[config.mk]
export PLATFORM = sky130hd
export DESIGN_NAME = sysref_phase_detect
export DESIGN_NICKNAME = d
export VERILOG_FILES = /design/src/rtl/sysref_phase_pkg.sv /design/src/rtl/sysref_div_counter.sv /design/src/rtl/sysref_sync_edge.sv /design/src/rtl/sysref_thermo_encode.sv /design/src/rtl/sysref_capture.sv /design/src/rtl/sysref_phase_detect.sv
export SDC_FILE = /design/constraint.sdc
export NUM_CORES = 1
export LEC_CHECK = 0
export ABC_CLOCK_PERIOD_IN_PS = 2600
export BUFFER_PORTS_ARGS = -buffer_cell sky130_fd_sc_hd__buf_2
export CAP_MARGIN = 40
export CORE_MARGIN = 2
export CORE_UTILIZATION = 25
export DETAILED_ROUTE_END_ITERATION = 10
export PLACE_DENSITY = 0.46
export RECOVER_POWER = 100
export SLEW_MARGIN = 10
export SYNTH_ARGS = -nofsm -noshare
export SYNTH_HDL_FRONTEND = slang
export SYNTH_SLANG_ARGS = --single-unit
export TNS_END_PERCENT = 1
[constraint.sdc]
create_clock -name clk -period 2.6 [get_ports clk]
set_input_delay 0 -clock clk [delete_from_list [all_inputs] [get_ports clk]]
set_output_delay 0 -clock clk [all_outputs]
set_load 0.03 [all_outputs]
[src/rtl/sysref_phase_pkg.sv]
package sysref_phase_pkg;

  // Default geometry of the status word and the slot grid
  localparam int unsigned DEF_DIV_LOG2    = 2;
  localparam int unsigned DEF_SYNC_STAGES = 2;
  localparam int unsigned DEF_WORD_W      = 12;
  localparam int unsigned DEF_THERM_LSB   = 5;

  // Slot in which SYSREF was first sampled high, given the counter value
  // seen at the capture edge and the sampling-to-capture latency.
  function automatic logic [31:0] slot_from_count(
    input logic [31:0] count_now,
    input int unsigned lat,
    input int unsigned div_log2
  );
    logic [31:0] mask;
    mask = (32'd1 << div_log2) - 32'd1;
    return (count_now - 32'(lat)) & mask;
  endfunction

endpackage

[src/rtl/sysref_div_counter.sv]
module sysref_div_counter #(
  parameter int unsigned DIV_LOG2 = sysref_phase_pkg::DEF_DIV_LOG2
) (
  input  logic                clk,
  input  logic                rst,
  output logic [DIV_LOG2-1:0] slot_cnt
);

  always_ff @(posedge clk) begin
    if (rst) slot_cnt <= '0;
    else     slot_cnt <= slot_cnt + 1'b1;
  end

  AST_CNT_STEP: assert property (@(posedge clk) disable iff (rst)
    !rst |=> slot_cnt == DIV_LOG2'($past(slot_cnt) + 1'b1));

endmodule

[src/rtl/sysref_sync_edge.sv]
module sysref_sync_edge #(
  parameter int unsigned SYNC_STAGES = sysref_phase_pkg::DEF_SYNC_STAGES
) (
  input  logic clk,
  input  logic rst,
  input  logic din,
  output logic rise
);

  logic [SYNC_STAGES-1:0] chain;
  logic                   last_q;

  genvar g;
  generate
    for (g = 0; g < SYNC_STAGES; g++) begin : g_stage
      if (g == 0) begin : g_first
        always_ff @(posedge clk) begin
          if (rst) chain[0] <= 1'b0;
          else     chain[0] <= din;
        end
      end else begin : g_next
        always_ff @(posedge clk) begin
          if (rst) chain[g] <= 1'b0;
          else     chain[g] <= chain[g-1];
        end
      end
    end
  endgenerate

  always_ff @(posedge clk) begin
    if (rst) last_q <= 1'b0;
    else     last_q <= chain[SYNC_STAGES-1];
  end

  assign rise = chain[SYNC_STAGES-1] & ~last_q;

  AST_RISE_PULSE: assert property (@(posedge clk) disable iff (rst)
    rise |=> !rise);

endmodule

[src/rtl/sysref_thermo_encode.sv]
module sysref_thermo_encode #(
  parameter int unsigned DIV_LOG2  = sysref_phase_pkg::DEF_DIV_LOG2,
  parameter int unsigned WORD_W    = sysref_phase_pkg::DEF_WORD_W,
  parameter int unsigned THERM_LSB = sysref_phase_pkg::DEF_THERM_LSB
) (
  input  logic [DIV_LOG2-1:0] slot,
  output logic [WORD_W-1:0]   code
);

  logic [31:0] lowest_one;
  assign lowest_one = 32'(slot) + 32'(THERM_LSB);

  // A bit is one when it sits at or above the lowest one of the run
  genvar b;
  generate
    for (b = 0; b < WORD_W; b++) begin : g_bit
      assign code[b] = (32'(b) >= lowest_one);
    end
  endgenerate

endmodule

[src/rtl/sysref_capture.sv]
module sysref_capture #(
  parameter int unsigned DIV_LOG2  = sysref_phase_pkg::DEF_DIV_LOG2,
  parameter int unsigned WORD_W    = sysref_phase_pkg::DEF_WORD_W,
  parameter int unsigned THERM_LSB = sysref_phase_pkg::DEF_THERM_LSB,
  parameter int unsigned PIPE_LAT  = sysref_phase_pkg::DEF_SYNC_STAGES
) (
  input  logic                clk,
  input  logic                rst,
  input  logic                rise,
  input  logic                rearm,
  input  logic [DIV_LOG2-1:0] slot_cnt,
  output logic [WORD_W-1:0]   word_q,
  output logic                valid_q
);

  localparam int unsigned NSLOT  = 1 << DIV_LOG2;
  localparam int unsigned HI_LSB = THERM_LSB + NSLOT - 1;

  logic [DIV_LOG2-1:0] slot;
  logic [WORD_W-1:0]   code;

  assign slot = DIV_LOG2'(sysref_phase_pkg::slot_from_count(32'(slot_cnt), PIPE_LAT, DIV_LOG2));

  sysref_thermo_encode #(
    .DIV_LOG2 (DIV_LOG2),
    .WORD_W   (WORD_W),
    .THERM_LSB(THERM_LSB)
  ) u_enc (
    .slot(slot),
    .code(code)
  );

  always_ff @(posedge clk) begin
    if (rst || rearm) begin
      valid_q <= 1'b0;
      word_q  <= '0;
    end else if (rise && !valid_q) begin
      valid_q <= 1'b1;
      word_q  <= code;
    end
  end

  AST_IDLE_ZERO: assert property (@(posedge clk) disable iff (rst)
    !valid_q |-> word_q == '0);
  AST_HOLD_RESULT: assert property (@(posedge clk) disable iff (rst)
    valid_q && !rearm |=> valid_q && $stable(word_q));
  AST_REARM_CLEAR: assert property (@(posedge clk) disable iff (rst)
    rearm |=> !valid_q && word_q == '0);
  AST_SET_AFTER_EDGE: assert property (@(posedge clk) disable iff (rst)
    $rose(valid_q) |-> $past(rise));
  AST_WORD_FORM: assert property (@(posedge clk) disable iff (rst)
    valid_q |-> (&word_q[WORD_W-1:HI_LSB]) && word_q[THERM_LSB-1:0] == '0);

endmodule

[src/rtl/sysref_phase_detect.sv]
module sysref_phase_detect #(
  parameter int unsigned DIV_LOG2    = sysref_phase_pkg::DEF_DIV_LOG2,
  parameter int unsigned SYNC_STAGES = sysref_phase_pkg::DEF_SYNC_STAGES,
  parameter int unsigned WORD_W      = sysref_phase_pkg::DEF_WORD_W,
  parameter int unsigned THERM_LSB   = sysref_phase_pkg::DEF_THERM_LSB
) (
  input  logic              clk,
  input  logic              rst,
  input  logic              sysref_in,
  input  logic              rearm,
  output logic [WORD_W-1:0] phase_word,
  output logic              phase_valid
);

  logic [DIV_LOG2-1:0] slot_cnt;
  logic                rise;

  sysref_div_counter #(.DIV_LOG2(DIV_LOG2)) u_cnt (
    .clk     (clk),
    .rst     (rst),
    .slot_cnt(slot_cnt)
  );

  sysref_sync_edge #(.SYNC_STAGES(SYNC_STAGES)) u_sync (
    .clk (clk),
    .rst (rst),
    .din (sysref_in),
    .rise(rise)
  );

  sysref_capture #(
    .DIV_LOG2 (DIV_LOG2),
    .WORD_W   (WORD_W),
    .THERM_LSB(THERM_LSB),
    .PIPE_LAT (SYNC_STAGES)
  ) u_cap (
    .clk     (clk),
    .rst     (rst),
    .rise    (rise),
    .rearm   (rearm),
    .slot_cnt(slot_cnt),
    .word_q  (phase_word),
    .valid_q (phase_valid)
  );

endmodule

# Yosys cells after proc, flatten, opt, wreduce, memory -nomap -nowiden
# Index checks and enable logic that the tools add are counted.
[classes]
add_sub_neg = 3
magnitude_cmp = 12
bitwise_logic = 2
reduce_logical = 3
[ops]
columns = ["operator", "count"]
rows = [
  [">= comparator 3 x 32 -> 1 bit (first input constant)", 4],
  [">= comparator 4 x 32 -> 1 bit (first input constant)", 4],
  [">= comparator 1 x 32 -> 1 bit (first input constant)", 2],
  [">= comparator 2 x 32 -> 1 bit (first input constant)", 2],
  ["adder 2 x 3 -> 4 bit (second input constant)", 1],
  ["adder 2 x 1 -> 2 bit (second input constant)", 1],
  ["subtractor 2 bit (second input constant)", 1],
  ["AND 1 bit", 1],
  ["logical AND 1 bit", 1],
  ["logical NOT 1 bit", 1],
  ["logical OR 1 bit", 1],
  ["NOT 1 bit", 1],
]
[totals]
regBits = 18
out_inout_bits = 13

# Depth between registers and ports, before layout
# Gate-level depths: netlist of run 1.
[logic_depth]
ltp_word = 3
depth_mapped = 5
ltp_nobuf = 5

# Cells and area by module
# From an unflattened synthesis of run 1, not the netlist that was laid out.
[hier_totals]
cells_unflattened = 84
area_unflattened_um2 = 689.4
[modules_own_cells]
columns = ["mod", "instances", "cells_each", "area_per_inst_um2", "seq_area_each_um2"]
rows = [
  ["sysref_capture", 1, 58, 459.2, 260.2],
  ["sysref_sync_edge", 1, 7, 87.6, 60.1],
  ["sysref_thermo_encode", 1, 14, 86.3, 0.0],
  ["sysref_div_counter", 1, 5, 56.3, 40.0],
]

# Worst setup path before layout of run 1
# Ideal clock, no wire load.
[synth_timing]
path_kind = "reg-to-reg"
from = "reg u_cap.valid_q"
to = "reg u_cap.word_q[1]"
setup_time_ns = 0.115
t_arrival_ns = 1.085
required_ns = 2.485
setup_slack_ns = 1.401
stages_incl_launch_ff = 5
n_path_buf = 1
cell_sequence = "dfxtp_1 nor3b_4 buf_6 mux2i_1 nor2_1"
[synth_between]
elab_chain_cells = 2
[synth_rtl]
columns = ["item", "line", "text"]
rows = [
  ["start, declared", "sysref_capture.sv:13", "output logic valid_q"],
  ["start signal, assigned", "sysref_capture.sv:35", "valid_q <= 1'b0;"],
  ["start signal, assigned", "sysref_capture.sv:38", "valid_q <= 1'b1;"],
  ["logical NOT 1 bit", "sysref_capture.sv:37", "end else if (rise && !valid_q) begin"],
  ["logical AND 1 bit", "sysref_capture.sv:37", ""],
  ["end signal, assigned", "sysref_capture.sv:39", "word_q <= code;"],
  ["end, declared", "sysref_capture.sv:12", "output logic [WORD_W-1:0] word_q,"],
]
# No other way between the ends.
# A chain may end at the register's enable or synchronous reset.

# Worst setup path after layout of run 1
[layout_timing]
from = "reg u_cap.valid_q"
to = "reg u_cap.word_q[5]"
# The elaborated chain is that of the path after synthesis.

==> qor.txt, run 1 <==
outcome: finished clean
area of the core: 2410 um^2
row count: 18
Data arrival, critical path: 1400 ps
post-synthesis compound-gate area fraction: 0.0830
post-route antenna net violation count: 0
slew of the pin with the lowest slew margin: 510 ps
main combinational cell family by area after synthesis: simple AND/OR/NAND/NOR gates
Reg clk slew, reported paths: 90 ps
clk_lat worst skew: 280 ps
crit path max-delay cell type: nor3b_4
area of the die: 2890 um^2
clock tree from TritonCTS: built
number of levels the H-tree was split into: 1
die span in y: 53.7 um
number of nets in the final layout: 86
yosys warns: 0
fraction of registers with async set or reset after synthesis: 0
Max-Cap Viols: 0
Worst Setup Path Type: register to register
share of cell area taken by muxes after synthesis: 0.0324
Buffers & Inverters on Critical Path: 0
first-pass GRT wire length: 1640 um
sequential fraction of the synthesis area: 0.453
leakage power total: 0.290 nW
number of antenna violations at the first check in global routing: 0
highest cell delay on the worst timing path: 480 ps
average routed wire per standard cell: 9.07 um
CP delay by family, top: simple AND/OR/NAND/NOR gates
unique cell type count in the Yosys netlist: 18
most frequent cells in the layout: dfxtp_1 (14), nor2_1 (12), clkbuf_1 (11), ha_1 (6), inv_1 (4)
Critical Path Sink Type: register
Area Growth Syn to Fin: 15.4%
total clock sinks: 14
Post-route DRC: 0
largest fanout on the critical path: 12
final clock skew: 7.36 ps
Fillers: 262
fmax: 799 MHz
launch point of the worst hold path: rearm
xor and xnor fraction of the mapped netlist area: 0
most common cell after layout, fill and taps aside: dfxtp_1
total routing resource utilization after global routing: 0.0839
Critical Path RT: 2750 ps
ports placed on the boundary: 17
antenna cells: 0
launching element type of the critical path: register
Total Neg Setup Slack: 0 ps
Synth Area per Inst: 10.3 um^2
hold slack: 291 ps
peak ir drop on the vdd network: 0.352 mV
cells resized by post-CTS repair: 0
I/O Buffers: 13
number of standard cells after synthesis: 60
layout cell share with drive strength beyond 1: 0.120
Final Total Pwr: 430 uW
starting density of the core: 0.256
synthesized cell area: 618 um^2
number of flip-flops and latches in the synthesized netlist: 14
Clock Tree Root: clkbuf_4
unrepaired setup endpoints after global routing: false
share of synthesized cell area in and, or, nand and nor gates: 0.194
Initial DRC Count: 6
Inserted Clock Buffers: 3
synthesized-area fraction occupied by adder cells: 0.121
routed wire length: 952 um
leftover overflow at the end of global routing: 0
Final Critical Period: 1250 ps
x dimension of the die: 53.7 um
total via count after detailed routing: 403
vias in the first global route: 387
CP cell instances: nor3b_4 > mux2i_1 > nor2_1
relative slew slack: 0.660
pins over their slew limit: 0
class of the worst hold path: primary input to register
post-detailed-route via-to-cell ratio: 3.84
number of flops mapped to enable cells by yosys: 0
final clock period utilization by the worst path: 0.481
dominant register cell in the synthesized netlist: dfxtp_1
last weighted congestion value of the routability-driven placer: 0.690
Worst R2R Start: u_cap.valid_q
power density relative to cell area: 604 nW/um^2
final hold violation count: 0
maximum number of pins on one net before global-route repair: 13
endpoints failing setup: 0
CP startpoint: u_cap.valid_q
number of buffers on the longest clock path: 2
drt first pass iters: 4
-- what timing repair did --
item                      in CTS  in global routing
hold endpoints to repair       2                  0
hold buffers                   2                  0
setup buffers                  0                  0
-- per-layer routing --
metal,part of all wire,GRT usage,vias to the layer above,wire (um)
met5,0,0,-,0
met4,0.028,0.0641,0,27
met3,0.082,0.0444,5,78
met2,0.41,0.122,12,393
met1,0.48,0.0909,172,453
li1,-,-,214,-
-- registers in the layout, indices dropped and copies added (netlist names) --
| signal | cells |
|---|---|
| u_sync.last_q | 1 |
| u_cnt.slot_cnt | 2 |
| u_cap.word_q | 8 |
| u_sync.chain | 2 |
| u_cap.valid_q | 1 |
-- cell usage after synthesis, types with 2 or more instances --
cell | number | area (um^2)
a21oi_1 | 2 | 10.0
a211oi_2 | 2 | 25.0
dfxtp_1 | 14 | 280
mux2i_1 | 2 | 20.0
ha_1 | 6 | 75.1
inv_1 | 4 | 15.0
nor2_1 | 12 | 45.0
buf_4 | 4 | 30.0
buf_6 | 2 | 22.5
and2b_1 | 3 | 22.5
nor3b_1 | 2 | 15.0
-- per-stage QoR --
| step | cell area, um^2 | instances | util | worst slack (ps) |
|---|---|---|---|---|
| floorplan | 626 | 62 | - | 1400 |
| CTS | 732 | 105 | 0.304 | 1330 |
| finish | 713 | 105 | 0.296 | 1350 |
| global route | 713 | 105 | 0.296 | 1170 |
| global placement | 676 | 99 | 0.280 | 1360 |
| detailed placement | 676 | 99 | 0.280 | 1340 |
-- path summary, 6_finish.rpt --
kind                            slack [ps]         endpoint  depth (start not counted)
worst max-delay path                  1350  u_cap.word_q[5]                          3
worst min-delay path                   290  u_cap.word_q[6]                          3
worst max register to register        1350  u_cap.word_q[5]                          3
worst min register to register         440  u_sync.chain[1]                          1
-- area by class of cell --
cell class	count	area (um^2)	area share
flip-flops and latches	14	280	0.393
repair buffers	15	71.3	0.100
inverters	4	15.0	0.0211
multi-input cells	38	273	0.382
well taps	30	37.5	0.0526
clock buffers	4	36.3	0.0509
-- logic make-up after synthesis --
family	count (synthesis)
and+or+nand+nor	21
DFF	14
buffers and inverters	10
AOI/OAI and AO/OA	6
adders and majority gates	6
muxes	2
other	1
-- power breakdown --
part	internal (mW)	switching (mW)
clock network	0.0852	0.0702
logic	0.0175	0.0299
registers	0.221	0.00636
total	0.324	0.106
-- tightest hold or removal path, stage by stage --
cell      delay, ps
buf_2            70
or2_0           400
a211oi_2         50
Note: power is estimated with default switching activity, not from simulation.
==> run 2, diff against run 1 <==
ABC_AREA = 1   (was unset)
ABC_CLOCK_PERIOD_IN_PS = 1280   (was 2600)
clock period = 1.28 ns   (was 2.6 ns; I/O delays follow)
==> run 2 against run 1 <==
Global-route usage up 0.19 points; via count up 22%; sequential cell count unchanged; largest cell class unchanged; highest routed layer unchanged.
==> qor.txt, run 2 <==
outcome: finished clean
total routing resource utilization after global routing: 0.0858
Worst R2R Start: u_cnt.slot_cnt[0]
combinational group share of total power: 0.123
yosys warns: 0
total clock sinks: 14
cells resized by post-CTS repair: 0
total instance count after detailed placement: 119
die span in y: 53.8 um
most frequent cells in the layout: nor2_1 (14), dfxtp_1 (14), nand2_1 (13), inv_1 (12), clkbuf_1 (11)
final core utilization: 0.314
Final Total Pwr: 887 uW
hold slack: 408 ps
cell types occupying the most area after synthesis: dfxtp_1 (45%), ha_1 (12%), nand2_1 (7.9%)
area of the die: 2890 um^2
clock network power share: 0.359
launch point of the worst hold path: u_sync.chain[0]
final hold violation count: 0
routed wire length: 1030 um
I/O Buffers: 13
Critical Path Sink Type: register
post-detailed-route via-to-cell ratio: 3.87
Hold EP: u_sync.chain[1]
leftover overflow at the end of global routing: 0
M3 GR Usage: 0.0278
endpoints failing setup: 0
unique cell type count in the Yosys netlist: 15
starting density of the core: 0.257
vias in the first global route: 436
Critical Path RT: 1450 ps
part of the power in registers: 0.518
final clock period utilization by the worst path: 0.952
Reg clk slew, reported paths: 80 ps
class of the worst hold path: register to register
register with the most flip-flops: u_cap.word_q
number of standard cells after synthesis: 78
most repeated cell in the gate-level netlist after synthesis: dfxtp_1
Final Critical Period: 1220 ps
last weighted congestion value of the routability-driven placer: 0.673
area of the core: 2410 um^2
largest registers: u_cap.word_q x8, u_cnt.slot_cnt x2, u_sync.chain x2
Data arrival, critical path: 1390 ps
Most Used Layer, Global Route: met2
antenna cells: 0
post-synth top area cell: dfxtp_1
Clock Tree Root: clkbuf_4
synthesized cell area: 619 um^2
Synth Area per Inst: 7.94 um^2
number of flops mapped to enable cells by yosys: 0
clock tree from TritonCTS: built
filler-free cell count of the finished design: 127
Total Neg Setup Slack: 0 ps
reg-to-reg setup timing slack: 90 ps
estimated wirelength of the detail-placed design: 781 um
number of antenna violations at the first check in global routing: 0
Inserted Clock Buffers: 3
Max-Cap Viols: 0
x dimension of the die: 53.8 um
post-detailed-placement cell area: 696 um^2
row count: 18
post-route antenna net violation count: 0
peak ir drop on the vdd network: 0.435 mV
number of levels the H-tree was split into: 1
top cells by instance count after synthesis: dfxtp_1 (14), nand2_1 (13), nor2_1 (13)
dominant register cell in the synthesized netlist: dfxtp_1
unrepaired setup endpoints after global routing: false
leakage power total: 0.343 nW
power density relative to cell area: 1170 nW/um^2
fraction of registers with async set or reset after synthesis: 0
switching share of power: 0.254
flip-flop count of the largest register after layout: 8
Post-route DRC: 0
ports placed on the boundary: 17
fmax: 821 MHz
number of flip-flops and latches in the synthesized netlist: 14
pins over their slew limit: 0
number of nets in the final layout: 108
number of cells on the worst hold path: 2
sequential fraction of the synthesis area: 0.453
top cell type's share of synthesized area: 0.453
launching element type of the critical path: primary input
clk_lat worst skew: 280 ps
final clock skew: 2.23 ps
largest fanout on the critical path: 6
Initial DRC Count: 5
worst setup margin: 61.8 ps
grt met2 use: 0.128
Crit Reg-Reg Endpoint: u_cap.word_q[6]
worst reg2reg path depth: 5
internal power: 662 uW
Psw: 225 uW
Worst Setup Path Type: primary input to register
Worst Setup Slack post-DPL: 93.7 ps
maximum number of pins on one net before global-route repair: 13
layout cell share with drive strength beyond 1: 0.103
average routed wire per standard cell: 8.11 um
global routing usage on met1: 0.0915
drt first pass iters: 4
Area Growth Syn to Fin: 22.0%
number of buffers on the longest clock path: 2
first-pass GRT wire length: 1680 um
final instance area: 756 um^2
postcts setup bufs: 0
total via count after detailed routing: 491
run 2: changes by cell type in the layout (fill, tap and decap cells not counted), moves of 2 or more:
cell           before  now
inv_1               4   12
nand3_1             0    4
nand2_1             1   13
mux2i_1             2    0
a211oi_1            2    0
dlygate4sd3_1       2    4
a21oi_1             2    5
and2b_1             3    0
nor2_1             12   14
nor3b_1             2    0
run 2: final cells by class:
class,count,area [um^2]
Sequential cell,14,280
Timing Repair Buffer,18,98.8
Tap cell,30,37.5
Inverter,13,48.8
Multi-Input combinational cell,48,254
Clock buffer,4,36.3
Fill cell,266,1650
run 2: power groups by stage:
stage	registers, mW	logic (mW)	clock network [mW]
after floorplan	0.480	0.0750	0
after CTS	0.460	0.114	0.337
after detailed placement	0.470	0.104	0
final	0.460	0.109	0.318
after global placement	0.469	0.103	0
after global routing	0.462	0.124	0.358
run 2: worst max-delay path: stages:
cell and delay (ps):
dlygate4sd3_1 530, clkbuf_1 240, nor2_1 70, dlygate4sd3_1 550
run 2: timing repair:
| action | in CTS | in global routing |
|---|---|---|
| endpoints found under the setup margin | 0 | 0 |
| hold endpoints to repair | 8 | 0 |
| hold buffers | 4 | 0 |
run 2: routing by layer:
layer  share of wire  vias up
met4           0.042        0
met3           0.062        5
met1            0.43      209
li1                -      265
met5               0        -
met2            0.47       12
run 2: worst max path at each step:
| stage | start | endpoint |
|---|---|---|
| after floorplan | u_cnt.slot_cnt[0] | u_cap.word_q[6] |
| after global placement | u_cnt.slot_cnt[0] | u_cap.word_q[6] |
| after detailed placement | u_cnt.slot_cnt[0] | u_cap.word_q[6] |
| after CTS | u_cnt.slot_cnt[0] | u_cap.word_q[6] |
| after global routing | u_cnt.slot_cnt[0] | u_cap.word_q[6] |
| final | rst | u_sync.chain[0] |
run 2: cell families (layout without fill, tap and decap cells):
family	Yosys count	after routing	share of synthesized area
adder cells (fa/ha/maj)	6	6	0.121
buffers and inverters	18	35	0.145
other	1	3	0.00605
flip-flops	14	14	0.453
AND/OR/NAND/NOR	34	34	0.234
AO/OA/AOI/OAI	5	5	0.0404
==> run 3, diff against run 2 <==
CORE_AREA = 2 2 39 41   (was unset)
CORE_MARGIN = unset   (was 2)
CORE_UTILIZATION = unset   (was 25)
DIE_AREA = 0 0 41 43   (was unset)
HOLD_SLACK_MARGIN = 0.05   (was unset)
PLACE_DENSITY = 0.74   (was 0.46)
==> run 3 against run 2 <==
Register-to-register slack got worse by 40 ps; clock skew increased by 2.0 ps; via count increased by 1.2%; non-clock buffer count unchanged; largest cell class unchanged.
==> qor.txt, run 3 (synthesis results as in run 2) <==
class of the worst hold path: register to register
register with the most flip-flops: u_cap.word_q
first-pass GRT wire length: 1720 um
area taken by flip-flops and latches: 280 um^2
final clock skew: 4.23 ps
total routing resource utilization after global routing: 0.146
final hold violation count: 0
Data arrival, critical path: 1410 ps
most common cell after layout, fill and taps aside: dfxtp_1
Most Used Layer, Global Route: met2
antenna cells: 0
number of levels the H-tree was split into: 1
I/O Buffers: 13
number of antenna violations at the first check in global routing: 0
Worst path most repeated cell: nor2_1
endpoints failing setup: 0
most frequent cells in the layout: dfxtp_1 (14), inv_1 (13), nand2_1 (13), nor2_1 (13), clkbuf_1 (10)
area of combinational cells with multiple inputs: 256 um^2
drt first pass iters: 4
crit path max-delay cell type: dfxtp_1
grt met2 use: 0.225
leftover overflow at the end of global routing: 0
Max-Cap Viols: 0
last weighted congestion value of the routability-driven placer: 0.730
Final Critical Period: 1230 ps
area of the die: 1760 um^2
number of cells on the worst hold path: 2
Critical Path Sink Type: register
Post-route DRC: 0
fmax: 813 MHz
average routed wire per standard cell: 8.97 um
clk_lat worst skew: 280 ps
row count: 14
layout cell share with drive strength beyond 1: 0.113
peak ir drop on the vdd network: 0.548 mV
Fillers: 144
Initial DRC Count: 3
area of the core: 1380 um^2
unrepaired setup endpoints after global routing: false
global routing usage on met1: 0.169
Inserted Clock Buffers: 3
total clock sinks: 14
Clock Tree Root: clkbuf_4
post-detailed-route via-to-cell ratio: 4.40
launching element type of the critical path: register
Worst Setup Path Type: register to register
Final Total Pwr: 886 uW
vias in the first global route: 463
Total Neg Setup Slack: 0 ps
number of nets in the final layout: 108
Reg clk slew, reported paths: 90 ps
ports placed on the boundary: 17
leakage power total: 0.345 nW
power density relative to cell area: 1190 nW/um^2
number of buffers on the longest clock path: 2
post-route antenna net violation count: 0
starting density of the core: 0.448
flip-flop count of the largest register after layout: 8
Area Growth Syn to Fin: 19.8%
outcome: finished clean
largest fanout on the critical path: 4
CP cell instances: inv_1 > ha_1 > or2_2 > nor2_1 > nor2_1
routed wire length: 1010 um
highest cell delay on the worst timing path: 380 ps
clock tree from TritonCTS: built
final clock period utilization by the worst path: 0.960
worst reg2reg path depth: 5
largest registers: u_cap.word_q x8, u_cnt.slot_cnt x2, u_sync.chain x2
total via count after detailed routing: 497
x dimension of the die: 41 um
M3 GR Usage: 0.0471
pins over their slew limit: 0
maximum number of pins on one net before global-route repair: 13
Critical Path RT: 1460 ps
estimated wirelength of the detail-placed design: 722 um
die span in y: 43 um
run 3: worst paths after layout:
kind                     startpoint  slack, ps              end
setup / recovery  u_cnt.slot_cnt[0]         50  u_cap.word_q[6]
hold / removal      u_sync.chain[0]        410  u_sync.chain[1]
setup reg to reg  u_cnt.slot_cnt[0]         50  u_cap.word_q[6]
hold reg to reg     u_sync.chain[0]        410  u_sync.chain[1]
run 3: final cells by class:
cell class / count / area share
flip-flops and latches: 14 / 0.378
repair buffers: 18 / 0.135
clock buffers: 4 / 0.0489
well taps: 16 / 0.0270
multi-input cells: 48 / 0.346
inverters: 13 / 0.0658
run 3: repair_timing:
item | 4_1_cts | 5_1_grt
gates resized for setup | 0 | 0
hold buffers | 4 | 0
hold endpoints to repair | 8 | 0
setup buffers | 0 | 0
run 3: where the power goes:
part | switching (mW) | internal, mW
clock | 0.142 | 0.173
sequential | 0.00974 | 0.450
combinational | 0.0718 | 0.0401
run 3: stage by stage:
stage	setup WS [ps]	cell area [um^2]	hold WS, ps	util	cells
after global placement	115	678	217	0.490	105
final	50.6	742	407	0.536	113
after global routing	11.6	742	431	0.536	113
after floorplan	66.5	627	66.7	-	80
after detailed placement	93.9	678	217	0.490	105
after CTS	44.0	754	411	0.545	113
run 3: per-layer routing:
| layer | up-vias | part of all wire |
|---|---|---|
| li1 | 261 | - |
| met5 | - | 0 |
| met2 | 11 | 0.50 |
| met4 | 0 | 0.0099 |
| met3 | 2 | 0.037 |
| met1 | 223 | 0.45 |
run 3: critical path: cells and delay by family, from the launching register on:
family	cells	cell delay (ps)
flops	1	380
simple gates	3	460
fa+ha+maj	1	220
buf+inv	1	80
